<file path="src/rtl/bcr_pkg.sv">
`timescale 1ns/1ps
// Shared constants and types of the board control register file.
package bcr_pkg;
  localparam int OFF_W      = 20;  // decoded address bits
  localparam int DATA_W     = 32;
  localparam int CHAR_W     = 8;
  localparam int NCHARS     = 8;
  localparam int POS_STRIDE = 8;

  // Register offsets inside the decoded window.
  localparam logic [OFF_W-1:0] OFF_SWITCH   = 20'h00100;
  localparam logic [OFF_W-1:0] OFF_LED      = 20'h00400;
  localparam logic [OFF_W-1:0] OFF_WORD     = 20'h00410;
  localparam logic [OFF_W-1:0] OFF_POS_BASE = 20'h00418;
  localparam logic [OFF_W-1:0] OFF_SRST     = 20'h00500;
  localparam logic [OFF_W-1:0] OFF_UART_LO  = 20'h00900;
  localparam logic [OFF_W-1:0] OFF_UART_HI  = 20'h009FF;
  localparam logic [OFF_W-1:0] OFF_GPOUT    = 20'h00A00;
  localparam logic [OFF_W-1:0] OFF_I2C_IN   = 20'h00B00;
  localparam logic [OFF_W-1:0] OFF_I2C_OE   = 20'h00B04;
  localparam logic [OFF_W-1:0] OFF_I2C_OUT  = 20'h00B08;
  localparam logic [OFF_W-1:0] OFF_I2C_SEL  = 20'h00B0C;

  localparam logic [CHAR_W-1:0] CHAR_SPACE = 8'h20;

  // One flag per register; at most one is set for any offset.
  typedef struct packed {
    logic sw;
    logic led;
    logic word;
    logic pos;
    logic srst;
    logic gp;
    logic i2c_in;
    logic i2c_oe;
    logic i2c_out;
    logic i2c_sel;
  } bcr_hit_t;
endpackage

</file>
<file path="src/rtl/bcr_decode.sv">
`timescale 1ns/1ps
// Offset decoder: exact-match register flags, a strided character range,
// and exclusion of the neighbouring UART window.
module bcr_decode
  import bcr_pkg::*;
#(
  parameter int               W        = OFF_W,
  parameter int               N_CHARS  = NCHARS,
  parameter int               STRIDE   = POS_STRIDE,
  parameter logic [W-1:0]     A_SWITCH = OFF_SWITCH,
  parameter logic [W-1:0]     A_LED    = OFF_LED,
  parameter logic [W-1:0]     A_WORD   = OFF_WORD,
  parameter logic [W-1:0]     A_POS    = OFF_POS_BASE,
  parameter logic [W-1:0]     A_SRST   = OFF_SRST,
  parameter logic [W-1:0]     A_GP     = OFF_GPOUT,
  parameter logic [W-1:0]     A_I2CIN  = OFF_I2C_IN,
  parameter logic [W-1:0]     A_I2COE  = OFF_I2C_OE,
  parameter logic [W-1:0]     A_I2COUT = OFF_I2C_OUT,
  parameter logic [W-1:0]     A_I2CSEL = OFF_I2C_SEL,
  parameter logic [W-1:0]     A_HOLE_LO = OFF_UART_LO,
  parameter logic [W-1:0]     A_HOLE_HI = OFF_UART_HI,
  localparam int              IDX_W    = $clog2(N_CHARS),
  localparam int              SHIFT    = $clog2(STRIDE)
) (
  input  logic [W-1:0]     off,
  output bcr_hit_t         hit,
  output logic [IDX_W-1:0] pos_idx
);
  localparam int HI_W = W - SHIFT;
  localparam logic [HI_W-1:0] N_LIM = HI_W'(N_CHARS);

  logic          in_hole;
  logic [W-1:0]  rel;
  logic          pos_range;
  logic          pos_aligned;

  assign in_hole     = (off >= A_HOLE_LO) && (off <= A_HOLE_HI);
  assign rel         = off - A_POS;
  assign pos_range   = (off >= A_POS) && (rel[W-1:SHIFT] < N_LIM);
  assign pos_aligned = (rel[SHIFT-1:0] == '0);
  assign pos_idx     = rel[SHIFT +: IDX_W];

  always_comb begin
    hit = '0;
    if (!in_hole) begin
      hit.sw      = (off == A_SWITCH);
      hit.led     = (off == A_LED);
      hit.word    = (off == A_WORD);
      hit.pos     = pos_range && pos_aligned;
      hit.srst    = (off == A_SRST);
      hit.gp      = (off == A_GP);
      hit.i2c_in  = (off == A_I2CIN);
      hit.i2c_oe  = (off == A_I2COE);
      hit.i2c_out = (off == A_I2COUT);
      hit.i2c_sel = (off == A_I2CSEL);
    end
  end
endmodule

</file>
<file path="src/rtl/bcr_hex_text.sv">
`timescale 1ns/1ps
// Converts a data word into uppercase hexadecimal ASCII, one character
// per nibble; the most significant nibble lands in character 0.
module bcr_hex_text #(
  parameter  int DATA_W = 32,
  parameter  int CHAR_W = 8,
  localparam int N      = DATA_W / 4
) (
  input  logic [DATA_W-1:0]   value,
  output logic [N*CHAR_W-1:0] text
);
  for (genvar i = 0; i < N; i++) begin : g_nib
    logic [3:0] nib;
    assign nib = value[DATA_W-1-4*i -: 4];
    always_comb begin
      if (nib < 4'd10) text[i*CHAR_W +: CHAR_W] = CHAR_W'(8'h30) + CHAR_W'(nib);
      else             text[i*CHAR_W +: CHAR_W] = CHAR_W'(8'h37) + CHAR_W'(nib);
    end
  end
endmodule

</file>
<file path="src/rtl/bcr_display.sv">
`timescale 1ns/1ps
// Eight-character display buffer: bulk load from converted text or a
// single-character store at a decoded index.
module bcr_display #(
  parameter  int               N_CHARS = 8,
  parameter  int               CHAR_W  = 8,
  parameter  logic [CHAR_W-1:0] FILL   = 8'h20,
  localparam int               IDX_W   = $clog2(N_CHARS)
) (
  input  logic                        clk,
  input  logic                        rst_n,
  input  logic                        load_all,
  input  logic [N_CHARS*CHAR_W-1:0]   all_text,
  input  logic                        load_one,
  input  logic [IDX_W-1:0]            one_idx,
  input  logic [CHAR_W-1:0]           one_char,
  output logic [N_CHARS*CHAR_W-1:0]   chars
);
  for (genvar i = 0; i < N_CHARS; i++) begin : g_cell
    logic [CHAR_W-1:0] cell_q;
    always_ff @(posedge clk or negedge rst_n) begin
      if (!rst_n)                                   cell_q <= FILL;
      else if (load_all)                            cell_q <= all_text[i*CHAR_W +: CHAR_W];
      else if (load_one && (one_idx == IDX_W'(i)))  cell_q <= one_char;
    end
    assign chars[i*CHAR_W +: CHAR_W] = cell_q;
  end
endmodule

</file>
<file path="src/rtl/bcr_misc_regs.sv">
`timescale 1ns/1ps
// LED bar, general-purpose output, I2C bit-bang controls and the
// soft-reset pulse.
module bcr_misc_regs #(
  parameter int LED_W = 8,
  parameter int GP_W  = 8,
  parameter int OE_W  = 2
) (
  input  logic             clk,
  input  logic             rst_n,
  input  logic             wr_led,
  input  logic             wr_gp,
  input  logic             wr_oe,
  input  logic             wr_out,
  input  logic             wr_sel,
  input  logic             wr_srst,
  input  logic [7:0]       wbyte,
  output logic [LED_W-1:0] led,
  output logic [GP_W-1:0]  gp,
  output logic [OE_W-1:0]  oe,
  output logic             scl,
  output logic             sda,
  output logic             sel,
  output logic             srst_req
);
  always_ff @(posedge clk or negedge rst_n) begin
    if (!rst_n) begin
      led      <= '0;
      gp       <= '0;
      oe       <= '0;
      scl      <= 1'b0;
      sda      <= 1'b0;
      sel      <= 1'b0;
      srst_req <= 1'b0;
    end else begin
      if (wr_led) led <= wbyte[LED_W-1:0];
      if (wr_gp)  gp  <= wbyte[GP_W-1:0];
      if (wr_oe)  oe  <= wbyte[OE_W-1:0];
      if (wr_out) begin
        scl <= wbyte[1];
        sda <= wbyte[0];
      end
      if (wr_sel) sel <= wbyte[0];
      srst_req <= wr_srst;  // one cycle per write
    end
  end
endmodule

</file>
<file path="src/rtl/board_ctrl_regs.sv">
`timescale 1ns/1ps
// Board control register file top: decode, storage, read mux.
module board_ctrl_regs
  import bcr_pkg::*;
#(
  parameter  int ADDR_W = 32,
  localparam int TXT_W  = NCHARS * CHAR_W,
  localparam int IDX_W  = $clog2(NCHARS)
) (
  input  logic              clk,
  input  logic              rst_n,
  input  logic [ADDR_W-1:0] bus_addr,
  input  logic [DATA_W-1:0] bus_wdata,
  input  logic              bus_we,
  output logic [DATA_W-1:0] bus_rdata,
  output logic [7:0]        led_bar,
  output logic [TXT_W-1:0]  disp_chars,
  output logic              sys_reset_req,
  output logic [7:0]        gp_out,
  output logic              i2c_scl_out,
  output logic              i2c_sda_out,
  output logic [1:0]        i2c_oe,
  output logic              i2c_sel,
  input  logic              eeprom_sda_in
);
  bcr_hit_t           hit;
  logic [IDX_W-1:0]   pos_idx;
  logic [TXT_W-1:0]   hex_text;
  logic [DATA_W-1:0]  rd_next;
  logic               unused_addr_hi;

  assign unused_addr_hi = ^bus_addr[ADDR_W-1:OFF_W];

  bcr_decode #(.W(OFF_W), .N_CHARS(NCHARS), .STRIDE(POS_STRIDE)) u_dec (
    .off     (bus_addr[OFF_W-1:0]),
    .hit     (hit),
    .pos_idx (pos_idx)
  );

  bcr_hex_text #(.DATA_W(DATA_W), .CHAR_W(CHAR_W)) u_hex (
    .value (bus_wdata),
    .text  (hex_text)
  );

  bcr_display #(.N_CHARS(NCHARS), .CHAR_W(CHAR_W), .FILL(CHAR_SPACE)) u_disp (
    .clk      (clk),
    .rst_n    (rst_n),
    .load_all (bus_we && hit.word),
    .all_text (hex_text),
    .load_one (bus_we && hit.pos),
    .one_idx  (pos_idx),
    .one_char (bus_wdata[CHAR_W-1:0]),
    .chars    (disp_chars)
  );

  bcr_misc_regs #(.LED_W(8), .GP_W(8), .OE_W(2)) u_misc (
    .clk      (clk),
    .rst_n    (rst_n),
    .wr_led   (bus_we && hit.led),
    .wr_gp    (bus_we && hit.gp),
    .wr_oe    (bus_we && hit.i2c_oe),
    .wr_out   (bus_we && hit.i2c_out),
    .wr_sel   (bus_we && hit.i2c_sel),
    .wr_srst  (bus_we && hit.srst),
    .wbyte    (bus_wdata[7:0]),
    .led      (led_bar),
    .gp       (gp_out),
    .oe       (i2c_oe),
    .scl      (i2c_scl_out),
    .sda      (i2c_sda_out),
    .sel      (i2c_sel),
    .srst_req (sys_reset_req)
  );

  // Read mux; switch, write-only and unassigned offsets fall to zero.
  always_comb begin
    rd_next = '0;
    if (hit.led)     rd_next = DATA_W'(led_bar);
    if (hit.gp)      rd_next = DATA_W'(gp_out);
    if (hit.i2c_in)  rd_next = DATA_W'(eeprom_sda_in);
    if (hit.i2c_oe)  rd_next = DATA_W'(i2c_oe);
    if (hit.i2c_out) rd_next = DATA_W'({i2c_scl_out, i2c_sda_out});
    if (hit.i2c_sel) rd_next = DATA_W'(i2c_sel);
  end

  always_ff @(posedge clk or negedge rst_n) begin
    if (!rst_n) bus_rdata <= '0;
    else        bus_rdata <= rd_next;
  end
endmodule

</file>
<file path="config.mk">
export PLATFORM = sky130hd
export DESIGN_NAME = board_ctrl_regs
export DESIGN_NICKNAME = d
export VERILOG_FILES = /design/src/rtl/bcr_pkg.sv /design/src/rtl/bcr_decode.sv /design/src/rtl/bcr_hex_text.sv /design/src/rtl/bcr_display.sv /design/src/rtl/bcr_misc_regs.sv /design/src/rtl/board_ctrl_regs.sv
export SDC_FILE = /design/constraint.sdc
export NUM_CORES = 1
export LEC_CHECK = 0
export ABC_AREA = 0
export BUFFER_PORTS_ARGS = -buffer_cell sky130_fd_sc_hd__buf_2
export CORE_ASPECT_RATIO = 1.5
export CORE_UTILIZATION = 35
export DETAILED_ROUTE_END_ITERATION = 6
export PLACE_DENSITY_LB_ADDON = 0.05
export SLEW_MARGIN = 25
export SYNTH_ARGS = -nofsm -noshare
export SYNTH_HDL_FRONTEND = slang
export SYNTH_SLANG_ARGS = --single-unit
</file>
<file path="constraint.sdc">
create_clock -name clk -period 2.8 [get_ports clk]
set_input_delay 0.28 -clock clk [delete_from_list [all_inputs] [get_ports clk]]
set_output_delay 0.28 -clock clk [all_outputs]
set_load 0.01 [all_outputs]
</file>
==> results of run 1 <==
[power breakdown]
group | internal, W | switching, W
Clock | 0.000632 | 0.000583
Sequential | 0.00136 | 0.0000000394
Combinational | 0.0000789 | 0.000176
[worst max-delay path: cells and delay by family]
family	cells	cell delay, ns
buffers and inverters	2	0.35
AOI/OAI and AO/OA	1	0.37
muxes	1	0.27
and+or+nand+nor	4	1.29
[stage by stage]
stage          total power (W)  cell area, µm²  worst slack (ns)  hold WS, ns
2_1_floorplan          0.00153            5350             0.192      -0.0156
3_3_place_gp           0.00163            6220             0.133        0.346
3_5_place_dp           0.00164            6220            0.0998        0.352
4_1_cts                0.00287            6530             0.465        0.236
5_1_grt                0.00295            6530             0.385        0.274
6_report               0.00283            6530             0.482        0.246
[worst paths after layout]
check | from | to | slack (ns) | depth (start not counted)
min in group asynchronous | rst_n | u_disp.g_cell[7].cell_q[3] | 0.49 | 2
hold reg to reg | u_disp.g_cell[7].cell_q[2] | u_disp.g_cell[7].cell_q[2] | 0.50 | 1
setup / recovery | bus_addr[11] | u_disp.g_cell[7].cell_q[1] | 0.48 | 8
hold / removal | bus_wdata[16] | u_disp.g_cell[3].cell_q[0] | 0.25 | 4
max in group asynchronous | rst_n | u_disp.g_cell[2].cell_q[5] | 1.45 | 3
setup reg to reg | u_misc.sda | bus_rdata[0] | 1.60 | 4
[placed cells by master (no fill, tap or decap), types with 12 or more instances in the layout]
cell type / count
conb_1: 24
nor3_1: 12
buf_2: 148
mux2i_1: 62
a21oi_1: 75
buf_4: 19
inv_1: 20
nor2_1: 58
dfrtp_1: 86
mux2_2: 24
[cell families (layout without fill, tap and decap cells)]
group / Yosys count / in the layout / synth area share [%]
and+or+nand+nor: 124 / 124 / 11.9
AOI/OAI and AO/OA: 128 / 128 / 16.0
xor gates and xnor gates: 8 / 8 / 1.33
DFF: 94 / 94 / 44.9
adders and majority gates: 8 / 8 / 1.90
muxes: 86 / 86 / 16.9
other: 1 / 24 / 0.0713
buffers and inverters: 71 / 206 / 6.99
[metal layers]
metal | wire [µm] | GRT usage, % | vias up | part of all wire [%]
met4 | 313 | 7.07 | 0 | 2.2
li1 | - | - | 2139 | -
met3 | 762 | 3.90 | 25 | 5.2
met2 | 7390 | 33.1 | 133 | 51
met5 | 0 | 0 | - | 0
met1 | 6080 | 22.7 | 2149 | 42
[sequential cells by signal, indices dropped and copies added (netlist names)]
signal / flops
u_misc.sda: 1
u_disp.g_cell.cell_q: 64
u_misc.led: 8
u_misc.sel: 1
u_misc.gp: 8
u_misc.oe: 2
u_misc.srst_req: 1
bus_rdata: 8
u_misc.scl: 1
[final cells by class]
type	instances	area (µm²)	share of cell area (%)
Clock buffer	9	225	3.45
Clock inverter	7	73.8	1.13
Inverter	20	75.1	1.15
Multi-Input combinational cell	378	2620	40.1
Sequential cell	94	2360	36.2
Tap cell	196	245	3.75
Timing Repair Buffer	170	933	14.3
==> reports/metrics.csv, run 1 <==
stage,metric,value,unit
timing,final hold vios,0,
drt,Final ANT Viol Nets,0,
timing,relative slew slack,50.3,%
yosys,register area share after synthesis,44.9,%
timing,setup TNS,0,ns
drt,via-per-instance ratio,5.09,
global_routing,first-pass GRT wire length,22.5,mm
floorplan,io pins,186,
worst_setup_path,CP startpoint kind,input pin,
yosys,Yosys reg bits,94,
yosys,Mapped Cells,520,
outcome,status,finished clean,
worst_setup_path,WP data arrival,2.55,ns
place,Placer Congestion,0.839,
timing,RSZ-0062 raised after global routing,false,
clock_network,Post-CTS Resized,0,
timing,Max Slew Vio Count,0,
worst_setup_path,CP max-delay cell,or4_1,
yosys,Async SR Flop Fraction,100,%
floorplan,initial core utilization,36.1,%
power_and_ir_drop,VDD IR-drop max,0.232,mV
drt,total iterations of the first detailed-routing run,4,
layout,number of fill cells in the layout,1518,
floorplan,Die W,102,µm
power_and_ir_drop,Lkg Pwr,3.53,nW
timing,setup violators final,0,
timing,final period utilization,82.8,%
clock_network,htree depth,3,
layout,"Core Util, Final",44.8,%
drt,total number of vias,4446,
yosys,synth warn,0,
worst_setup_path,kind of critical path,in2reg,
global_routing,initial antenna violation count,0,
power_and_ir_drop,PD cells,433,nW/µm²
global_routing,vias in the first global route,4203,
yosys,Area contributors post-synth,"dfrtp_1 41%, mux2i_1 12%, a21oi_1 7.1%",
timing,Slew @ Worst Pin,0.746,ns
worst_setup_path,"Max FO, Critical Path",8,
yosys,cell taking the most area after synthesis,dfrtp_1,
layout,diodes inserted,0,
place,Final HPWL DP,10.6,mm
worst_setup_path,critical path required time,3.04,ns
worst_setup_path,crit-path cells,"buf_2, nor3b_1, nand4_1, or4_1, a2111oi_4, buf_4, nor2_1, mux2_2",
clock_network,Clock Sinks,94,
yosys,Main synth FF type,dfrtp_1,
floorplan,Core Area,14600,µm²
job,Max Cap Violations,0,
global_routing,total track usage,19.0,%
clock_network,postcts setup bufs,0,
worst_setup_path,"slowest stage delay, CP",0.68,ns
layout,NumNets Final,749,
drt,wire per inst,16.6,µm
yosys,syn avg cell area,10.1,µm²
timing,Final Skew,0.00722,ns
drt,residual DRC count,0,
global_routing,gr ovfl total,0,
yosys,Unique masters post-synth,54,
hold_path,Hold Path Class,in2reg,
place,Cells after DPL,857,
yosys,area share of the largest cell type after synthesis,40.9,%
drt,final WL,14.5,mm
layout,layout cells sized above 1,33.6,%
yosys,number of flops mapped to enable cells by yosys,0,
clock_network,clock root buffer,clkbuf_16,
clock_network,hold buffer count at cts,1,
clock_network,Clock transition at path regs,0.07,ns
clock_network,CTS tree,yes,
floorplan,row count,54,
timing,Fmax,431,MHz
timing,Tmin final,2.32,ns
yosys,most frequent cell after synthesis,dfrtp_1,
layout,"Cell Count, Final, Fillers Out",874,
yosys,most common library cells after synthesis,"86 x dfrtp_1, 75 x a21oi_1, 62 x mux2i_1, 58 x nor2_1",
worst_setup_path,CP Capture Type,flop,
layout,P&R area growth vs syn,24.2,%
global_routing,largest net degree at the start of global routing,104,
place,# port buffers,149,
floorplan,chip height,152,µm
clock_network,clk buf depth,2,
drt,DR iter-0 viols,131,
clock_network,worst-skew pair later-pin latency,0.35,ns
floorplan,full die area,15500,µm²
clock_network,CTS Buf Count,9,
yosys,Synth Cell Area,5260,µm²
Power figures use the tool's default switching activity.
==> run 2, diff against run 1 <==
- clock period: 2.8 -> 2.4 ns (I/O delays scaled with it)
==> reports/metrics.csv, run 2 (same netlist as run 1, synthesis figures left out) <==
stage,metric,value,unit,change
place,dpl ws,-0.146,ns,was 0.0998 ns
power_and_ir_drop,final total power,0.00331,W,was 0.00283 W
worst_setup_path,WP data arrival,2.43,ns,was 2.55 ns
timing,final period utilization,91.6,%,
layout,NumNets Final,771,,was 749
clock_network,clock root buffer,clkbuf_16,,unchanged
power_and_ir_drop,PD cells,488,nW/µm²,was 433 nW/µm²
outcome,status,finished clean,,unchanged
worst_setup_path,critical path required time,2.63,ns,was 3.04 ns
floorplan,Die W,102,µm,unchanged
layout,Multi-input gate area,2620,µm²,about the same
job,Max Cap Violations,0,,unchanged
power_and_ir_drop,Lkg Pwr,3.66,nW,was 3.53 nW
drt,total iterations of the first detailed-routing run,5,,was 4
clock_network,CTS Buf Count,9,,unchanged
worst_setup_path,reg2reg path depth,4,,unchanged
worst_setup_path,CP startpoint kind,input pin,,unchanged
clock_network,Clock Sinks,94,,unchanged
floorplan,Core Area,14600,µm²,unchanged
timing,Fmax,455,MHz,
layout,FF/Latch Area,2360,µm²,unchanged
place,Cells after DPL,879,,was 857
drt,Final ANT Viol Nets,0,,unchanged
timing,setup TNS,0,ns,unchanged
global_routing,total track usage,19.3,%,was 19.0%
timing,setup violators final,0,,unchanged
clock_network,clk buf depth,2,,unchanged
power_and_ir_drop,VDD IR-drop max,0.320,mV,was 0.232 mV
place,# port buffers,149,,unchanged
floorplan,initial core utilization,36.1,%,unchanged
floorplan,row count,54,,unchanged
clock_network,htree depth,3,,unchanged
layout,most frequent cells in the layout,"148 x buf_2, 86 x dfrtp_1, 75 x a21oi_1",,unchanged
worst_setup_path,kind of critical path,in2reg,,unchanged
layout,"commonest non-fill, non-tap cell in the layout",buf_2,,unchanged
drt,via-per-instance ratio,4.98,,was 5.09
layout,number of fill cells in the layout,1500,,was 1518
timing,Slew @ Worst Pin,0.649,ns,was 0.746 ns
layout,"Cell Count, Final, Fillers Out",896,,was 874
layout,Top reg by flops,u_disp.g_cell.cell_q,,unchanged
hold_path,Hold Path Class,in2reg,,unchanged
clock_network,Clock transition at path regs,0.07,ns,about the same
layout,P&R area growth vs syn,28.8,%,was 24.2%
hold_path,Min-Delay Path Depth,4,,unchanged
timing,final hold vios,0,,unchanged
drt,DR iter-0 viols,143,,was 131
floorplan,full die area,15500,µm²,unchanged
global_routing,initial antenna violation count,0,,unchanged
drt,final WL,14.9,mm,was 14.5 mm
drt,wire per inst,16.6,µm,about the same
timing,Final Skew,0.00481,ns,was 0.00722 ns
global_routing,largest net degree at the start of global routing,46,,was 104
floorplan,io pins,186,,unchanged
floorplan,chip height,152,µm,unchanged
clock_network,CTS tree,yes,,unchanged
timing,relative slew slack,56.3,%,was 50.3%
global_routing,first-pass GRT wire length,22.8,mm,was 22.5 mm
timing,Tmin final,2.20,ns,
timing,Max Slew Vio Count,0,,unchanged
layout,diodes inserted,0,,unchanged
global_routing,vias in the first global route,4328,,was 4203
global_routing,gr ovfl total,0,,unchanged
clock_network,worst-skew pair later-pin latency,0.35,ns,about the same
worst_setup_path,CP Capture Type,flop,,unchanged
timing,RSZ-0062 raised after global routing,false,,unchanged
layout,max reg flops,64,,unchanged
timing,Final WS setup,0.202,ns,was 0.482 ns
place,Placer Congestion,0.829,,was 0.839
drt,total number of vias,4461,,was 4446
layout,layout cells sized above 1,35.9,%,was 33.6%
worst_setup_path,"Max FO, Critical Path",8,,unchanged
drt,residual DRC count,0,,unchanged
place,Final HPWL DP,10.9,mm,was 10.6 mm
clock_network,postcts setup bufs,0,,unchanged
==> run 2: through the flow <==
stage	hold WS, ns	cell area (µm²)	utilization [%]
2_1_floorplan	-0.0556	5360	-
3_3_place_gp	0.172	6480	44.4
3_5_place_dp	0.177	6480	44.4
4_1_cts	0.197	6780	46.4
5_1_grt	0.213	6780	46.4
6_report	0.209	6780	46.4
==> run 2: report_power, final <==
part           leakage (nW)  switching [W]  internal, W
Clock                 0.135       0.000678     0.000724
Combinational          2.24       0.000210     0.000111
Sequential             1.28   0.0000000474      0.00158
==> run 2: final cells by class <==
type                    count  area share [%]
clock buffers               9            3.32
clock inverters             7           0.905
inverters                  20            1.11
multi-input cells         378            38.7
flip-flops and latches     94            34.9
well taps                 196            3.62
repair buffers            192            17.5
==> run 2: per-layer routing <==
layer	vias up	global-route usage, %	part of all wire (%)
li1	2160	-	-
met1	2170	23.1	41
met2	116	34.0	53
met3	15	3.62	4.7
met4	0	6.12	1.4
met5	-	0	0
==> run 2: worst max-delay path: stages <==
cell       delay (ns)
buf_2            0.11
nor4_4           0.33
a21boi_0         0.18
or4_1            0.66
a2111oi_4        0.35
buf_4            0.22
nor2_2           0.06
mux2_2           0.27
==> run 2: final timing paths <==
kind                                            start  slack [ns]                    endpoint
setup / recovery                         bus_addr[13]        0.20  u_disp.g_cell[7].cell_q[2]
hold / removal                           bus_wdata[8]        0.21  u_disp.g_cell[5].cell_q[0]
setup reg to reg                           u_misc.sda        1.22                bus_rdata[0]
hold reg to reg            u_disp.g_cell[7].cell_q[3]        0.51  u_disp.g_cell[7].cell_q[3]
max in group asynchronous                       rst_n        1.34  u_disp.g_cell[3].cell_q[5]
min in group asynchronous                       rst_n        0.34  u_disp.g_cell[7].cell_q[1]
==> run 2: timing repair <==
action / in CTS / in global routing
hold buffers: 1 / 0
gates resized for setup: 0 / 0
hold endpoints to repair: 21 / 0
==> run 3, diff against run 2 <==
==> constraint.sdc (replaced) <==
create_clock -name clk -period 2.4 [get_ports clk]
set_input_delay 0.6 -clock clk [delete_from_list [all_inputs] [get_ports clk]]
set_output_delay 0.6 -clock clk [all_outputs]
set_load 0.01 [all_outputs]
==> reports/metrics.csv, run 3 (same netlist as run 1, synthesis figures left out) <==
stage,metric,value,unit,change
place,dpl ws,-0.458,ns,was -0.146 ns
floorplan,Core Area,14600,µm²,unchanged
clock_network,clk buf depth,2,,unchanged
layout,FF/Latch Area,2360,µm²,unchanged
layout,"Core Util, Final",48.3,%,was 46.4%
layout,"commonest non-fill, non-tap cell in the layout",buf_2,,unchanged
clock_network,worst-skew pair later-pin latency,0.35,ns,about the same
layout,number of fill cells in the layout,1421,,was 1500
clock_network,hold buffer count at cts,0,,was 1
power_and_ir_drop,Seq pwr share,47.4,%,was 47.9%
timing,final period utilization,98.8,%,was 91.6%
layout,Top reg by flops,u_disp.g_cell.cell_q,,unchanged
worst_setup_path,"Max FO, Critical Path",8,,unchanged
drt,total number of vias,4567,,was 4461
timing,relative slew slack,58.1,%,was 56.3%
worst_setup_path,WP data arrival,2.63,ns,was 2.43 ns
timing,Final Skew,0.00499,ns,was 0.00481 ns
layout,diodes inserted,0,,unchanged
worst_setup_path,critical path required time,2.66,ns,was 2.63 ns
global_routing,first-pass GRT wire length,23.6,mm,was 22.8 mm
floorplan,row count,54,,unchanged
drt,DR iter-0 viols,110,,was 143
worst_setup_path,CP Capture Type,flop,,unchanged
global_routing,gr ovfl total,0,,unchanged
timing,setup violators final,0,,unchanged
clock_network,CTS tree,yes,,unchanged
power_and_ir_drop,switching power,0.000899,W,was 0.000888 W
floorplan,full die area,15500,µm²,unchanged
clock_network,htree depth,3,,unchanged
floorplan,chip height,152,µm,unchanged
clock_network,clock root buffer,clkbuf_16,,unchanged
clock_network,Clock Sinks,94,,unchanged
power_and_ir_drop,VDD IR-drop max,0.273,mV,was 0.320 mV
place,# port buffers,149,,unchanged
worst_setup_path,kind of critical path,in2reg,,unchanged
drt,total iterations of the first detailed-routing run,4,,was 5
floorplan,initial core utilization,36.1,%,unchanged
power_and_ir_drop,cell internal pwr,0.00244,W,was 0.00242 W
drt,final WL,15.2,mm,was 14.9 mm
power_and_ir_drop,Sw Share,26.9,%,about the same
drt,Final ANT Viol Nets,0,,unchanged
global_routing,vias in the first global route,4499,,was 4328
clock_network,Clock transition at path regs,0.07,ns,about the same
timing,Final WS setup,0.0278,ns,was 0.202 ns
job,Max Cap Violations,0,,unchanged
global_routing,largest net degree at the start of global routing,38,,was 46
place,Final HPWL DP,11.3,mm,was 10.9 mm
drt,wire per inst,16.6,µm,about the same
timing,Fmax,422,MHz,was 455 MHz
power_and_ir_drop,Lkg Pwr,3.79,nW,was 3.66 nW
layout,P&R area growth vs syn,33.8,%,was 28.8%
drt,residual DRC count,0,,unchanged
floorplan,io pins,186,,unchanged
global_routing,total track usage,20.0,%,was 19.3%
power_and_ir_drop,Clock power frac,42.0,%,was 42.4%
hold_path,Hold Path Class,in2async,,was in2reg
timing,RSZ-0062 raised after global routing,true,,was false
layout,NumNets Final,791,,was 771
clock_network,CTS Buf Count,9,,unchanged
layout,max reg flops,64,,unchanged
outcome,status,finished clean,,unchanged
layout,layout cells sized above 1,39.2,%,was 35.9%
power_and_ir_drop,PD cells,474,nW/µm²,was 488 nW/µm²
timing,Tmin final,2.37,ns,was 2.20 ns
drt,via-per-instance ratio,4.99,,was 4.98
power_and_ir_drop,logic gate share of total power,10.6,%,was 9.7%
timing,Max Slew Vio Count,0,,unchanged
layout,Multi-input gate area,2690,µm²,was 2620 µm²
floorplan,Die W,102,µm,unchanged
worst_setup_path,CP startpoint kind,input pin,,unchanged
global_routing,initial antenna violation count,0,,unchanged
timing,Slew @ Worst Pin,0.621,ns,was 0.649 ns
place,Placer Congestion,0.831,,was 0.829
layout,most frequent cells in the layout,"145 x buf_2, 86 x dfrtp_1, 75 x a21oi_1",,"was 148 x buf_2, 86 x dfrtp_1, 75 x a21oi_1"
timing,final hold vios,0,,unchanged
[run 3: cell types whose count changed in the layout (fill, tap and decap cells not counted), moves of 2 or more]
| cell | change |
|---|---|
| buf_6 | +5 |
| nor3_1 | -2 |
| nor3_2 | +2 |
| nor4_1 | -2 |
| buf_4 | +18 |
| inv_6 | -2 |
| buf_2 | -3 |
[run 3: worst paths after layout]
kind / to / startpoint / slack, ns / cells past startpoint
max: u_disp.g_cell[3].cell_q[6] / bus_addr[5] / 0.03 / 9
min: u_disp.g_cell[7].cell_q[0] / rst_n / 0.24 / 1
max reg2reg: bus_rdata[0] / u_misc.sda / 1.22 / 4
min reg2reg: u_disp.g_cell[7].cell_q[2] / u_disp.g_cell[7].cell_q[2] / 0.50 / 1
max in group asynchronous: u_disp.g_cell[2].cell_q[5] / rst_n / 1.51 / 2
min in group clk: u_disp.g_cell[7].cell_q[2] / u_disp.g_cell[7].cell_q[2] / 0.50 / 1
[run 3: repair_timing]
| action | CTS | global route |
|---|---|---|
| resized for setup | 6 | 9 |
| endpoints found under the hold margin | 0 | 0 |
| setup endpoints to repair | 21 | 55 |
| pin swaps | 6 | 8 |
| buffers inserted | 2 | 2 |
[run 3: area by class of cell]
type | count | share of cell area [%]
Clock inverter | 7 | 0.977
Clock buffer | 9 | 3.20
Inverter | 20 | 1.07
Tap cell | 196 | 3.48
Sequential cell | 94 | 33.5
Multi-Input combinational cell | 378 | 38.2
Timing Repair Buffer | 212 | 19.5
[run 3: power by group through the flow]
| stage | clock network [W] | logic (W) | registers (W) |
|---|---|---|---|
| floorplan | 0 | 0.000172 | 0.00161 |
| global placement | 0 | 0.000335 | 0.00161 |
| detailed placement | 0 | 0.000341 | 0.00161 |
| CTS | 0.00145 | 0.000347 | 0.00158 |
| global route | 0.00151 | 0.000393 | 0.00158 |
| finish | 0.00140 | 0.000353 | 0.00158 |
[run 3: layer usage]
metal  vias to the layer above  share of wire (%)  global-route usage (%)
li1                       2211                  -                       -
met1                      2199                 40                    23.5
met2                       142                 54                    35.8
met3                        15                4.6                    4.17
met4                         0                1.5                    5.92
met5                         -                  0                       0
[run 3: critical path, stage by stage]
cell and delay, ns:
buf_6 0.10, buf_4 0.17, a21oi_1 0.18, xor2_1 0.11, or4_4 0.55, a2111o_1 0.45
buf_6 0.17, mux2i_1 0.12, a21oi_1 0.17
[run 3: stage by stage]
stage               area (µm²)  total power [W]  hold slack, ns  std cells  TNS (ns)
global route              7040          0.00349           0.262        916    -0.224
CTS                       6970          0.00338           0.243        914         0
floorplan                 5390          0.00179           0.304        543    -20.97
finish                    7040          0.00334           0.236        916         0
detailed placement        6640          0.00196           0.498        896    -21.72
global placement          6640          0.00195           0.477        896    -21.39
